### config.mk
export PLATFORM = sky130hd
export DESIGN_NAME = pscl_up_timer
export DESIGN_NICKNAME = d
export VERILOG_FILES = /design/src/rtl/tmr_pkg.sv /design/src/rtl/tmr_prescale.sv /design/src/rtl/tmr_counter.sv /design/src/rtl/tmr_regs.sv /design/src/rtl/pscl_up_timer.sv
export SDC_FILE = /design/constraint.sdc
export NUM_CORES = 1
export LEC_CHECK = 0
export BUFFER_PORTS_ARGS = -buffer_cell sky130_fd_sc_hd__buf_2
export CELL_PAD_IN_SITES_DETAIL_PLACEMENT = 1
export CELL_PAD_IN_SITES_GLOBAL_PLACEMENT = 2
export CORE_MARGIN = 1.5
export CORE_UTILIZATION = 29
export CTS_CLUSTER_SIZE = 40
export DETAILED_ROUTE_END_ITERATION = 8
export PLACE_DENSITY = 0.82
export SYNTH_ARGS = -nofsm -noshare
export SYNTH_HDL_FRONTEND = slang
export SYNTH_SLANG_ARGS = --single-unit
### constraint.sdc
create_clock -name clk -period 2.8 [get_ports clk]
set_clock_uncertainty 0.05 [all_clocks]
set_input_delay 0.56 -clock clk [delete_from_list [all_inputs] [get_ports clk]]
set_output_delay 0.56 -clock clk [all_outputs]
set_load 0.005 [all_outputs]
### src/rtl/tmr_pkg.sv
package tmr_pkg;
    // register byte addresses
    localparam logic [7:0] OFS_CTRL = 8'h00;
    localparam logic [7:0] OFS_CNT  = 8'h04;
    localparam logic [7:0] OFS_WRAP = 8'h08;
    localparam logic [7:0] OFS_BASE = 8'h4C;

    // control field geometry
    localparam int PS_W    = 3;
    localparam int PS_LSB  = 0;
    localparam int CS_W    = 2;
    localparam int CS_LSB  = 3;
    localparam int IE_BIT  = 6;
    localparam int FLG_BIT = 7;
    localparam int DATA_W  = 32;

    typedef enum logic [CS_W-1:0] {
        CS_OFF  = 2'd0,
        CS_SYS  = 2'd1,
        CS_RSV2 = 2'd2,
        CS_RSV3 = 2'd3
    } clksel_e;

    typedef struct packed {
        logic            flag;
        logic            ie;
        clksel_e         cs;
        logic [PS_W-1:0] ps;
    } ctrl_t;

    typedef struct packed {
        logic ctrl;
        logic cnt;
        logic wrap;
        logic base;
    } wsel_t;

    function automatic logic [DATA_W-1:0] pack_ctrl(input ctrl_t c);
        logic [DATA_W-1:0] r;
        r = '0;
        r[PS_LSB +: PS_W] = c.ps;
        r[CS_LSB +: CS_W] = c.cs;
        r[IE_BIT]         = c.ie;
        r[FLG_BIT]        = c.flag;
        return r;
    endfunction
endpackage

### src/rtl/tmr_prescale.sv
module tmr_prescale
    import tmr_pkg::*;
(
    input  logic            clk,
    input  logic            rst,
    input  logic            run,
    input  logic [PS_W-1:0] ps,
    output logic            tick
);
    localparam int DIV_W = (1 << PS_W) - 1;

    logic [DIV_W-1:0] div_q;
    logic [DIV_W-1:0] lim;

    assign lim  = DIV_W'((32'd1 << ps) - 32'd1);
    assign tick = run && (div_q >= lim);

    always_ff @(posedge clk) begin
        if (rst || !run || tick) div_q <= '0;
        else                     div_q <= div_q + 1'b1;
    end


    stop_no_tick_chk: assert property (@(posedge clk) disable iff (rst)
        !run |=> (div_q == '0));
endmodule

### src/rtl/tmr_counter.sv
module tmr_counter #(
    parameter int CNT_W = 16
) (
    input  logic             clk,
    input  logic             rst,
    input  logic             tick,
    input  logic             load,
    input  logic [CNT_W-1:0] wrap_val,
    input  logic [CNT_W-1:0] base_val,
    output logic [CNT_W-1:0] cnt,
    output logic             wrap_evt
);
    logic [CNT_W-1:0] cnt_q;
    logic             at_wrap;

    assign at_wrap  = (cnt_q == wrap_val);
    assign wrap_evt = tick && !load && at_wrap;
    assign cnt      = cnt_q;

    always_ff @(posedge clk) begin
        if (rst)       cnt_q <= '0;
        else if (load) cnt_q <= base_val;
        else if (tick) cnt_q <= at_wrap ? base_val : cnt_q + 1'b1;
    end


    load_base_chk: assert property (@(posedge clk) disable iff (rst)
        load |=> (cnt_q == $past(base_val)));

    idle_hold_chk: assert property (@(posedge clk) disable iff (rst)
        (!tick && !load) |=> $stable(cnt_q));

    reload_chk: assert property (@(posedge clk) disable iff (rst)
        wrap_evt |=> (cnt_q == $past(base_val)));
endmodule

### src/rtl/tmr_regs.sv
module tmr_regs
    import tmr_pkg::*;
#(
    parameter int ADDR_W = 8,
    parameter int CNT_W  = 16
) (
    input  logic              clk,
    input  logic              rst,
    input  logic [ADDR_W-1:0] addr,
    input  logic [DATA_W-1:0] wdata,
    input  logic              wr,
    input  logic              rd,
    input  logic              wrap_evt,
    input  logic [CNT_W-1:0]  cnt_val,
    output logic [DATA_W-1:0] rdata,
    output logic [PS_W-1:0]   ps,
    output logic              run,
    output logic              cnt_load,
    output logic [CNT_W-1:0]  wrap_act,
    output logic [CNT_W-1:0]  base_act,
    output logic              irq
);
    ctrl_t            ctrl_q;
    wsel_t            ws;
    logic [CNT_W-1:0] wrap_buf, base_buf;
    logic             clr_req;
    logic             unused_wbits;

    assign unused_wbits = ^{wdata[DATA_W-1:CNT_W], wdata[5]};

    assign ws.ctrl = wr && (addr == ADDR_W'(OFS_CTRL));
    assign ws.cnt  = wr && (addr == ADDR_W'(OFS_CNT));
    assign ws.wrap = wr && (addr == ADDR_W'(OFS_WRAP));
    assign ws.base = wr && (addr == ADDR_W'(OFS_BASE));

    assign clr_req  = ws.ctrl && !wdata[FLG_BIT];
    assign ps       = ctrl_q.ps;
    assign run      = (ctrl_q.cs == CS_SYS);
    assign cnt_load = ws.cnt;

    always_ff @(posedge clk) begin
        if (rst) begin
            ctrl_q   <= '0;
            wrap_buf <= '0;
            base_buf <= '0;
            wrap_act <= '0;
            base_act <= '0;
            irq      <= 1'b0;
        end else begin
            if (ws.ctrl) begin
                ctrl_q.ps <= wdata[PS_LSB +: PS_W];
                ctrl_q.cs <= clksel_e'(wdata[CS_LSB +: CS_W]);
                ctrl_q.ie <= wdata[IE_BIT];
            end
            if (wrap_evt)     ctrl_q.flag <= 1'b1;
            else if (clr_req) ctrl_q.flag <= 1'b0;
            if (ws.wrap) wrap_buf <= wdata[CNT_W-1:0];
            if (ws.base) base_buf <= wdata[CNT_W-1:0];
            if (ctrl_q.cs == CS_OFF) begin
                wrap_act <= wrap_buf;
                base_act <= base_buf;
            end
            irq <= ctrl_q.flag && ctrl_q.ie;
        end
    end

    always_comb begin
        rdata = '0;
        if (rd) begin
            case (addr)
                ADDR_W'(OFS_CTRL): rdata = pack_ctrl(ctrl_q);
                ADDR_W'(OFS_CNT):  rdata = DATA_W'(cnt_val);
                ADDR_W'(OFS_WRAP): rdata = DATA_W'(wrap_buf);
                ADDR_W'(OFS_BASE): rdata = DATA_W'(base_buf);
                default:           rdata = '0;
            endcase
        end
    end


    wrap_sets_flag_chk: assert property (@(posedge clk) disable iff (rst)
        wrap_evt |=> ctrl_q.flag);

    flag_keep_chk: assert property (@(posedge clk) disable iff (rst)
        (!wrap_evt && !clr_req) |=> $stable(ctrl_q.flag));

    shadow_gate_chk: assert property (@(posedge clk) disable iff (rst)
        (ctrl_q.cs != CS_OFF) |=> ($stable(wrap_act) && $stable(base_act)));

    irq_mask_chk: assert property (@(posedge clk) disable iff (rst)
        !ctrl_q.ie |=> !irq);
endmodule

### src/rtl/pscl_up_timer.sv
module pscl_up_timer
    import tmr_pkg::*;
#(
    parameter int ADDR_W = 8,
    parameter int CNT_W  = 16
) (
    input  logic              clk,
    input  logic              rst,
    input  logic [ADDR_W-1:0] bus_addr,
    input  logic [31:0]       bus_wdata,
    input  logic              bus_wr,
    input  logic              bus_rd,
    output logic [31:0]       bus_rdata,
    output logic              irq_o
);
    logic [PS_W-1:0]  ps;
    logic             run, tick, cnt_load, wrap_evt;
    logic [CNT_W-1:0] wrap_act, base_act, cnt;

    tmr_regs #(.ADDR_W(ADDR_W), .CNT_W(CNT_W)) u_regs (
        .clk(clk), .rst(rst), .addr(bus_addr), .wdata(bus_wdata),
        .wr(bus_wr), .rd(bus_rd), .wrap_evt(wrap_evt), .cnt_val(cnt),
        .rdata(bus_rdata), .ps(ps), .run(run), .cnt_load(cnt_load),
        .wrap_act(wrap_act), .base_act(base_act), .irq(irq_o)
    );

    tmr_prescale u_pscl (
        .clk(clk), .rst(rst), .run(run), .ps(ps), .tick(tick)
    );

    tmr_counter #(.CNT_W(CNT_W)) u_cnt (
        .clk(clk), .rst(rst), .tick(tick), .load(cnt_load),
        .wrap_val(wrap_act), .base_val(base_act),
        .cnt(cnt), .wrap_evt(wrap_evt)
    );


    stopped_cnt_chk: assert property (@(posedge clk) disable iff (rst)
        (!run && !cnt_load) |=> $stable(cnt));
endmodule

# --- Yosys cells after proc, flatten, opt, wreduce, memory -nomap -nowiden ---
# Cells that the tools add are included.
totals:
  register_bits: 95
  input_bits: 44
  out_inout_bits: 33
  word_cells: 46
op_classes:
  addsub: 3
  order_cmp: 1
  n_eq_ne: 5
  n_shift: 1
  mux: 7
  n_reduce_logical: 18
op_table:
  columns: ["operator", "n"]
  rows:
  - ["case mux 16 bit (4 select lines)", 1]
  - ["two-way mux 16 bit", 3]
  - ["two-way mux 32 bit", 1]
  - ["adder 16 x 1 -> 16 bit (second input constant)", 1]
  - ["== test 16 bit", 1]
  - ["logical AND 1 bit", 9]
  - ["== test 8 x 3 -> 1 bit (second input constant)", 1]
  - ["== test 8 x 4 -> 1 bit (second input constant)", 1]
  - ["== test 8 x 7 -> 1 bit (second input constant)", 1]
  - ["logical NOT 8 bit", 1]
  - ["adder 7 x 1 -> 7 bit (second input constant)", 1]
  - [">= comparator 7 bit", 1]
  - ["<< shifter 1 x 3 -> 7 bit (first input constant)", 1]
  - ["subtractor 7 x 1 -> 7 bit (second input constant)", 1]
  - ["nonzero test 2 bit", 2]
  - ["logical NOT 1 bit", 3]
  - ["== test 2 x 1 -> 1 bit (second input constant)", 1]
  - ["logical NOT 2 bit", 1]
  - ["logical OR 1 bit", 2]
  - ["two-way mux 1 bit", 2]

# --- Depth between registers and ports, before layout ---
# Gate-level depths: netlist (run 1).
logic_depth:
  depth_word: 7
  depth_mapped: 9
  mapped_depth_nobuf: 8

# --- Modules after synthesis ---
# Synthesis (run 1) repeated with hierarchy kept, for this count alone.
hier_totals:
  cells_unflattened: 620
  hier_area_um2: 5009.8
modules_own_cells:
  columns: ["module", "n_inst", "cells_per_inst", "area_each_um2"]
  rows:
  - ["tmr_regs", 1, 393, 3168.0]
  - ["tmr_counter", 1, 175, 1361.3]
  - ["tmr_prescale", 1, 52, 480.5]

# --- Worst setup path before layout (run 1) ---
# OpenSTA, ideal clock, no wires.
synth_timing:
  path_type: "input to output"
  from: "in bus_addr[1]"
  to: "out bus_rdata[7]"
  arrival_ns: 2.342
  required_time_ns: 2.190
  slack_ns: -0.152
  path_stages: 7
  path_cell_list: "or4_4 or2_1 buf_2 nor2_1 clkbuf_1 a222oi_1 a21oi_1"
synth_via:
  elab_chain_len: 3
synth_rtl:
  columns: ["item", "line", "rtl"]
  rows:
  - ["start, declared", "pscl_up_timer.sv:9", "input logic [ADDR_W-1:0] bus_addr,"]
  - ["== test 8 x 7 -> 1 bit (tied with other cells)", "tmr_regs.sv:70", "case (addr)"]
  - ["case mux 16 bit (4 select lines) *", "tmr_regs.sv:70", null]
  - ["two-way mux 32 bit *", "tmr_regs.sv:69", "if (rd) begin"]
  - ["end, declared", "pscl_up_timer.sv:13", "output logic [31:0] bus_rdata,"]
# Every way passes the cells marked *; elsewhere a longest branch is shown, timed or not.

# --- Final worst setup path (run 1) ---
layout_timing:
  from: "in bus_addr[1]"
  to: "out bus_rdata[2]"
# Same word-level chain as after synthesis.

==> summary.md, run 1 <==
| Metric | Value |
|---|---|
| CTS sink cnt | `95` |
| Crit path launch type | `input pin` |
| Dpl ws | `-0.233 ns` |
| Fraction of layout cells with a size suffix above 1 | `19.7%` |
| Achievable Freq | `335 MHz` |
| CTS tree | `done` |
| Max IR drop VDD | `263 uV` |
| Sequential cell area fraction in the yosys report | `41.1%` |
| Cell Area, Synth | `4620 um^2` |
| Failing checks | `setup timing` |
| Initial Util | `30.1%` |
| Row Count | `45` |
| Critical path arrival | `2.38 ns` |
| Synth warn | `0` |
| Reg clk slew, reported paths | `0.07 ns` |
| CP max FO | `12` |
| Pins Over Slew Limit | `0` |
| Root Buffer | `clkbuf_16` |
| Ports | `77` |
| DIE AREA | `16700 um^2` |
| Synth Instances | `604` |
| GRT Residual Overflow | `0` |
| Residual DRC | `0` |
| Endpoints failing setup | `16` |
| Worst Path Required | `2.19 ns` |
| Cells on worst reg2reg path | `11` |
| Worst slew margin | `56.6%` |
| ANT cells | `0` |
| Seq cells post-synth | `95` |
| Synth unique cells | `50` |
| Slew @ Worst Pin | `0.651 ns` |
| Pwr dens | `471 nW/um^2` |
| H-tree depth | `3` |
| Area leader, netlist | `dfxtp_1` |
| Pin count of the biggest net entering global routing | `39` |
| Worst setup path class | `input pin to output pin` |
| Synth Area per Inst | `7.65 um^2` |
| HP Start | `bus_wdata[5]` |
| DR vias/cell | `5.19` |
| Static Leak | `2.18 nW` |
| Post-DP HPWL | `11500 um` |
| First-pass GRT wire length | `25100 um` |
| DRT Wirelength | `15500 um` |
| Max_cap viols | `0` |
| Die height | `129 um` |
| Drt wl/cell | `17.3 um` |
| CP Capture Type | `output pin` |
| Via count | `4653` |
| Cts hold-fix bufs | `0` |
| Status | `finished with violations` |
| Number of buffers created by CTS | `9` |
| Multi-input logic area | `2520 um^2` |
| Worst-skew pair later-pin latency | `0.35 ns` |
| Fin crit period | `2.99 ns` |
| Initial antenna violation count | `0` |
| Comb power frac | `3.5%` |
| Clk buf depth | `2` |
| Synth-to-layout area growth | `26.3%` |
| Worst Slack Setup Final | `-0.187 ns` |
| Reg2reg setup slack | `0.22 ns` |
| Pre-antenna DRT Iters | `7` |
| Gp weighted congestion | `0.844` |
| R2r endpoint | `u_cnt.cnt[8]` |
| Register area | `1900 um^2` |
| DIE WIDTH | `129 um` |
| Final #Nets | `734` |
| Hold Crit Class | `input pin to flip-flop` |
| Hold Path Depth | `3` |
| Reg power frac | `49.2%` |
| Final Cycle Share | `107%` |
| RSZ-0062 raised after global routing | `yes` |
| P_sw | `0.000652 W` |
| Number of global-route vias before repair | `4637` |
| Initial DRC count | `406` |
| Synth area leaders | `dfxtp_1 41%, nand2_1 13%, a21oi_1 9.6%, xor2_1 3.6%, a222oi_1 3.5%` |
| RR Startpoint | `u_regs.ps[1]` |
| Final Total Pwr | `0.00275 W` |
| Internal Power | `0.00210 W` |
| Detail Route Antenna Nets | `0` |
| Hold Fails Final Rpt | `0` |
| Core area | `15400 um^2` |
| Buffers added on ports | `44` |
| Hold EP | `u_regs.base_buf[5]` |
| Fillers | `1866` |
| Proportion of netlist area held by the largest area contributor | `41.1%` |
| Overall routing resource usage | `19.5%` |
| Final core utilization | `38.0%` |
| Clock network fraction of total power | `47.3%` |
| Sw Share | `23.7%` |
==> final cells by class <==
cell class,instances,area share [%]
multi-input cells,465,43.2
inverters,5,0.322
flip-flops and latches,95,32.6
repair buffers,105,14.0
clock buffers,9,3.86
well taps,211,4.52
clock inverters,7,1.56
==> metal layers <==
layer / global-route usage, % / up-vias / wire [um]
met1: 26.2 / 2262 / 7260
met2: 31.4 / 120 / 7260
met4: 8.79 / 0 / 354
met3: 2.23 / 22 / 617
li1: - / 2249 / -
met5: 0 / - / 0
==> worst max-delay path, cell delays in order <==
cell and delay (ns):
buf_6 0.09, or4_4 0.52, or2_4 0.26, nor4b_4 0.29, buf_12 0.19, a222oi_1 0.13, a21oi_1 0.19, buf_2 0.14
==> sequential cells by signal, indices dropped and copies added (netlist names) <==
signal           count
u_cnt.cnt           16
u_regs.ctrl_q        4
u_regs.base_act     16
u_regs.wrap_act     16
u_regs.wrap_buf     16
u_regs.base_buf     16
u_regs.irq           1
u_regs.ps            3
u_pscl.div_q         7
==> cells in the final DEF (no fill, tap or decap), types with 16 or more instances in the layout <==
| cell | Yosys | layout |
|---|---|---|
| nor2_1 | 32 | 30 |
| dfxtp_1 | 95 | 95 |
| buf_2 | 4 | 44 |
| a222oi_1 | 16 | 16 |
| xor2_1 | 19 | 19 |
| nand2_1 | 166 | 166 |
| nand3_1 | 25 | 25 |
| buf_4 | 17 | 49 |
| a21oi_1 | 89 | 89 |
| conb_1 | 1 | 16 |
==> synth_stat cells, drive strengths merged <==
cell type and count:
o21ai 9, nor4 6, nand4 7, nor3 5, or4b 1, or2 2, and3 5, o211ai 9
nand3b 2, a311oi 1, o211a 1, nor3b 1, xnor2 3, inv 4, o221ai 1, o31ai 3
mux2i 1, clkinv 1, and2 3, clkbuf 32, a222oi 16, nand4b 2, nor4b 1, dfxtp 95
buf 22, xor2 19, a211oi 4, a32o 1, conb 1, a31o 1, nor2 33, a21o 2
a41oi 1, nand2 166, nand2b 2, a31oi 9, or4 3, a21oi 89, nand3 25, ha 9
or3 1, and4 3, nor2b 2
==> cells by family after synthesis <==
family,Yosys count,share of synthesized area (%)
AND/OR/NAND/NOR,270,26.1
AO/OA/AOI/OAI,147,19.4
flip-flops,95,41.1
buffers and inverters,59,6.44
XOR/XNOR,22,4.17
adder cells (fa/ha/maj),9,2.44
other,1,0.0811
multiplexers,1,0.217
==> worst max-delay path by stage <==
stage | start | endpoint | slack [ns] | cells past startpoint
floorplan | bus_addr[1] | bus_rdata[7] | -0.07 | 7
global placement | bus_addr[1] | bus_rdata[4] | -0.20 | 8
detailed placement | bus_addr[1] | bus_rdata[4] | -0.23 | 8
CTS | bus_addr[1] | bus_rdata[3] | -0.20 | 8
global route | bus_addr[1] | bus_rdata[5] | -0.27 | 9
finish | bus_addr[1] | bus_rdata[2] | -0.19 | 8
==> power groups by stage <==
stage	clock (W)	combinational, W	sequential, W
final	0.00130	0.0000969	0.00135
after global placement	0	0.0000902	0.00138
after CTS	0.00132	0.0000958	0.00135
after detailed placement	0	0.0000928	0.00138
after floorplan	0	0.0000577	0.00138
after global routing	0.00137	0.000105	0.00135
==> repair_timing <==
item | 4_1_cts | 5_1_grt
endpoints found under the setup margin | 20 | 18
pin swaps | 4 | 1
resized for setup | 9 | 2
cloned | 2 | 0
endpoints found under the hold margin | 0 | 0
buffers inserted | 2 | 1
==> per-stage QoR <==
| stage | setup TNS, ns | instances | hold WS, ns | area (um^2) |
|---|---|---|---|---|
| 2_1_floorplan | -0.566 | 619 | 0.376 | 4700 |
| 3_3_place_gp | -2.34 | 876 | 0.391 | 5410 |
| 3_5_place_dp | -2.73 | 876 | 0.403 | 5410 |
| 4_1_cts | -2.41 | 896 | 0.393 | 5820 |
| 5_1_grt | -3.52 | 897 | 0.413 | 5840 |
| 6_report | -2.31 | 897 | 0.403 | 5840 |
No activity file was read; power rests on OpenSTA's default activity.
==> run 2, diff against run 1 <==
Settings changed: CELL_PAD_IN_SITES_GLOBAL_PLACEMENT 2 to 1, CORE_UTILIZATION 29 to 37, PLACE_DENSITY 0.82 to 0.83.
==> summary.md, run 2 (synthesis gave the netlist of run 1 again) <==
| Metric | Value |
|---|---|
| Status | `finished with violations` |
| Failing checks | `setup timing` |
| CTS sink cnt | `95` |
| Synth-to-layout area growth | `21.5%` |
| Hold Path Depth | `3` |
| Area after DPL | `5250 um^2` |
| Overall routing resource usage | `25.7%` |
| Static Leak | `2.08 nW` |
| Critical path origin | `bus_addr[1]` |
| Pins Over Slew Limit | `0` |
| Fin crit period | `3.02 ns` |
| Core area | `12100 um^2` |
| DIE WIDTH | `115 um` |
| CP max FO | `17` |
| Die height | `115 um` |
| Commonest non-fill, non-tap cell in the layout | `nand2_1` |
| Initial antenna violation count | `0` |
| CP Capture Type | `output pin` |
| Achievable Freq | `331 MHz` |
| Endpoints failing setup | `16` |
| Ports | `77` |
| HP Start | `bus_wdata[15]` |
| Residual DRC | `0` |
| DR vias/cell | `5.72` |
| Dpl cells | `821` |
| Hold EP | `u_regs.base_buf[15]` |
| Worst slew margin | `47.7%` |
| First-pass GRT wire length | `26200 um` |
| RSZ-0062 raised after global routing | `yes` |
| H-tree depth | `3` |
| Gp weighted congestion | `0.946` |
| Final Total Pwr | `0.00273 W` |
| Layout Cells excl Fill | `839` |
| Max IR drop VDD | `280 uV` |
| Cells on worst reg2reg path | `8` |
| Final Cycle Share | `108%` |
| Via count | `4803` |
| Initial Util | `38.2%` |
| Worst Slack Setup Final | `-0.217 ns` |
| Number of buffers created by CTS | `9` |
| Fraction of layout cells with a size suffix above 1 | `18.0%` |
| Fillers | `1543` |
| Worst setup path class | `input pin to output pin` |
| GRT Residual Overflow | `0` |
| Initial DRC count | `416` |
| DIE AREA | `13200 um^2` |
| Pre-antenna DRT Iters | `7` |
| Reg clk slew, reported paths | `0.07 ns` |
| CP max stage delay | `0.53 ns` |
| Max_cap viols | `0` |
| Reg2reg setup slack | `0.18 ns` |
| Critical path arrival | `2.41 ns` |
| Hold WS | `0.411 ns` |
| Hold Crit Class | `input pin to flip-flop` |
| Post-route cell area | `5620 um^2` |
| CTS tree | `done` |
| Buffers added on ports | `44` |
| Final #Nets | `720` |
| Pwr dens | `486 nW/um^2` |
| RR Startpoint | `u_regs.ps[1]` |
| Slew @ Worst Pin | `0.782 ns` |
| Dpl ws | `-0.220 ns` |
| Root Buffer | `clkbuf_16` |
| Hold Fails Final Rpt | `0` |
| Number of global-route vias before repair | `4956` |
| DRT Wirelength | `16100 um` |
| Detail Route Antenna Nets | `0` |
| Clk buf depth | `2` |
| Worst-skew pair later-pin latency | `0.35 ns` |
| Row Count | `40` |
| R2r endpoint | `u_cnt.cnt[10]` |
| Pin count of the biggest net entering global routing | `33` |
| Post-DP HPWL | `11400 um` |
| CP max-delay cell | `or4_4` |
| Worst Path Required | `2.19 ns` |
| Sequence of cells on the critical path | `buf_6 -> or4_4 -> or2_4 -> nor4b_4 -> buf_12 -> a222oi_1 -> a21oi_1 -> buf_2` |
| Most frequent cells in the layout | `166 x nand2_1, 94 x dfxtp_1, 88 x a21oi_1, 43 x buf_2, 39 x buf_4` |
| Drt wl/cell | `19.2 um` |
| Crit path launch type | `input pin` |
| ANT cells | `0` |
## run 2: cell types whose count changed in the layout (fill, tap and decap cells not counted), moves of 2 or more
cell,before,now
buf_12,8,6
clkbuf_8,0,2
buf_4,49,39
clkinv_4,2,0
## run 2: per-stage QoR
step	setup TNS, ns	util (%)
after floorplan	-0.566	-
after global placement	-2.19	43.4
after detailed placement	-3.02	43.4
after CTS	-1.69	46.2
after global routing	-2.93	46.4
final	-1.92	46.4
## run 2: layout make-up
class / count / area (um^2) / share of cell area (%)
Tap cell: 168 / 210 / 3.74
Sequential cell: 95 / 1900 / 33.9
Multi-Input combinational cell: 465 / 2520 / 44.8
Clock inverter: 4 / 52.6 / 0.935
Inverter: 5 / 18.8 / 0.334
Clock buffer: 11 / 253 / 4.50
Timing Repair Buffer: 91 / 662 / 11.8
## run 2: critical path: cells and delay by family
family,cells,cell delay (ns)
AO/OA/AOI/OAI,2,0.34
buffers and inverters,3,0.43
AND/OR/NAND/NOR,3,1.07
## run 2: metal layers
layer / GRT usage (%) / share of wire [%] / up-vias
met5: 0 / 0 / -
met2: 43.0 / 48 / 194
met4: 12.3 / 3.5 / 0
met3: 2.69 / 6.2 / 43
met1: 33.4 / 42 / 2356
li1: - / - / 2210
## run 2: how the worst max path moves through the flow
stage	cells after the start	slack, ns	to
2_1_floorplan	7	-0.07	bus_rdata[7]
3_3_place_gp	8	-0.18	bus_rdata[3]
3_5_place_dp	9	-0.22	bus_rdata[3]
4_1_cts	8	-0.18	bus_rdata[3]
5_1_grt	8	-0.27	bus_rdata[6]
6_report	8	-0.22	bus_rdata[3]
## run 2: power by group
part	leakage [nW]	total (W)	internal [W]	switching (W)
clock	0.152	0.00128	0.000742	0.000540
sequential	0.765	0.00135	0.00135	0.00000140
combinational	1.16	0.0000966	0.0000320	0.0000645
total	2.08	0.00273	0.00213	0.000606
## run 2: timing repair
item | CTS | global route
setup endpoints to repair | 17 | 23
setup buffers | 1 | 1
pin swaps | 2 | 2
hold buffers | 0 | 0
resized for setup | 8 | 4
gates cloned | 1 | 0
==> run 3, diff against run 2 <==
Settings changed: CTS_CLUSTER_SIZE 40 to 24, PLACE_DENSITY 0.83 to 0.73.
==> summary.md, run 3 (synthesis gave the netlist of run 1 again) <==
| Metric | Value |
|---|---|
| Detail Route Antenna Nets | `0` |
| Final setup TNS | `-2.25 ns` |
| Initial Util | `38.2%` |
| H-tree depth | `3` |
| CP max FO | `11` |
| Area after DPL | `5320 um^2` |
| Status | `finished with violations` |
| Reg clk slew, reported paths | `0.07 ns` |
| Fin crit period | `3.02 ns` |
| Commonest non-fill, non-tap cell in the layout | `nand2_1` |
| CP max stage delay | `0.53 ns` |
| Hold Crit Class | `input pin to flip-flop` |
| Worst Slack Setup Final | `-0.224 ns` |
| Fraction of layout cells with a size suffix above 1 | `19.4%` |
| Cells on worst reg2reg path | `9` |
| Core area | `12100 um^2` |
| Comb power frac | `3.5%` |
| Worst setup path class | `input pin to output pin` |
| Pins Over Slew Limit | `0` |
| Pre-antenna DRT Iters | `6` |
| Worst path bufs/invs | `3` |
| CTS tree | `done` |
| CTS sink cnt | `95` |
| Top Family by Delay on Critical Path | `simple AND/OR/NAND/NOR gates` |
| Crit path launch type | `input pin` |
| Row Count | `40` |
| Slew @ Worst Pin | `0.673 ns` |
| Clk buf depth | `2` |
| Via count | `4689` |
| Met2 wire length | `7220 um` |
| Failing checks | `setup timing` |
| Max_cap viols | `0` |
| DRT Wirelength | `15500 um` |
| Pwr dens | `482 nW/um^2` |
| Sw Share | `23.8%` |
| DR vias/cell | `5.50` |
| DIE AREA | `13200 um^2` |
| DIE WIDTH | `115 um` |
| Drt wl/cell | `18.2 um` |
| CP Capture Type | `output pin` |
| Root Buffer | `clkbuf_16` |
| Hold Path Depth | `3` |
| Endpoints failing setup | `16` |
| Overall routing resource usage | `24.7%` |
| Cts hold-fix bufs | `0` |
| CP max-delay cell | `or4_4` |
| Post-DP HPWL | `11200 um` |
| Synth-to-layout area growth | `23.6%` |
| Most frequent cells in the layout | `166 x nand2_1, 95 x dfxtp_1, 88 x a21oi_1, 49 x buf_4, 43 x buf_2` |
| Met3 routed WL | `874 um` |
| Number of global-route vias before repair | `4668` |
| Post-route cell area | `5710 um^2` |
| Internal Power | `0.00210 W` |
| Number of buffers created by CTS | `9` |
| Worst slew margin | `54.8%` |
| Sequence of cells on the critical path | `buf_6 -> or4_4 -> or2_4 -> nor4b_4 -> buf_12 -> a222oi_1 -> a21oi_1 -> buf_2` |
| Pin count of the biggest net entering global routing | `38` |
| P_sw | `0.000657 W` |
| Initial DRC count | `392` |
| Static Leak | `2.15 nW` |
| Worst Path Required | `2.19 ns` |
| Achievable Freq | `331 MHz` |
| Reg power frac | `49.1%` |
| RSZ-0062 raised after global routing | `yes` |
| Hold Fails Final Rpt | `0` |
| Critical path arrival | `2.41 ns` |
| ANT cells | `0` |
| Residual DRC | `0` |
| First-pass GRT wire length | `25100 um` |
| Final core utilization | `47.2%` |
| Gp weighted congestion | `0.896` |
| Final Cycle Share | `108%` |
| Met1 WL | `7110 um` |
| DR top layer | `met4` |
| GRT Residual Overflow | `0` |
| Initial antenna violation count | `0` |
| Final #Nets | `732` |
| Max IR drop VDD | `306 uV` |
| Final Total Pwr | `0.00275 W` |
| Fillers | `1547` |
| Die height | `115 um` |
| Crit path depth | `8` |
| Ports | `77` |
| Buffers added on ports | `44` |
| Hold WS | `0.403 ns` |
| Clock network fraction of total power | `47.4%` |
| Worst-skew pair later-pin latency | `0.35 ns` |
==> run 3: cell types whose count changed in the layout (fill, tap and decap cells not counted), sizes merged <==
cell      change
buf          +12
clkbuf        -2
clkinvlp      +1
inv           +2
==> run 3: final timing paths <==
check / endpoint / slack [ns] / start
hold reg to reg: u_regs.base_act[1] / 0.41 / u_regs.base_act[1]
setup / recovery: bus_rdata[4] / -0.22 / bus_addr[1]
setup reg to reg: u_cnt.cnt[5] / 0.22 / u_regs.ps[2]
hold / removal: u_regs.base_buf[10] / 0.40 / bus_wdata[10]
==> run 3: timing repair <==
action / 4_1_cts / 5_1_grt
gates resized for setup: 10 / 4
pin swaps: 5 / 2
gates cloned: 1 / 0
endpoints found under the setup margin: 20 / 20
buffers inserted: 4 / 0
==> run 3: final cells by class <==
| class | instances | area (um^2) | area share [%] |
|---|---|---|---|
| flip-flops and latches | 95 | 1900 | 33.3 |
| repair buffers | 103 | 751 | 13.1 |
| well taps | 168 | 210 | 3.68 |
| inverters | 5 | 18.8 | 0.328 |
| multi-input cells | 465 | 2520 | 44.1 |
| clock inverters | 7 | 86.3 | 1.51 |
| clock buffers | 9 | 225 | 3.94 |
==> run 3: power groups by stage <==
stage,Sequential [W],Combinational (W),Clock (W)
final,0.00135,0.0000958,0.00131
after global routing,0.00135,0.000104,0.00138
after CTS,0.00135,0.0000941,0.00132
after detailed placement,0.00138,0.0000916,0
after global placement,0.00138,0.0000887,0
after floorplan,0.00138,0.0000577,0
==> run 3: per-layer routing <==
metal  vias up  global-route usage (%)
li1       2238                       -
met1      2277                    34.1
met2       147                    39.0
met3        27                    4.22
met4         0                    9.22
met5         -                       0
==> run 3: stage by stage <==
stage / instances / worst slack, ns
global route: 852 / -0.264
detailed placement: 831 / -0.254
finish: 852 / -0.224
CTS: 852 / -0.206
global placement: 831 / -0.168
floorplan: 619 / -0.0652
==> run 3: worst min-delay path, stage by stage <==
cell and delay [ns]:
buf_2 0.10, nand2_1 0.05, a21oi_1 0.05
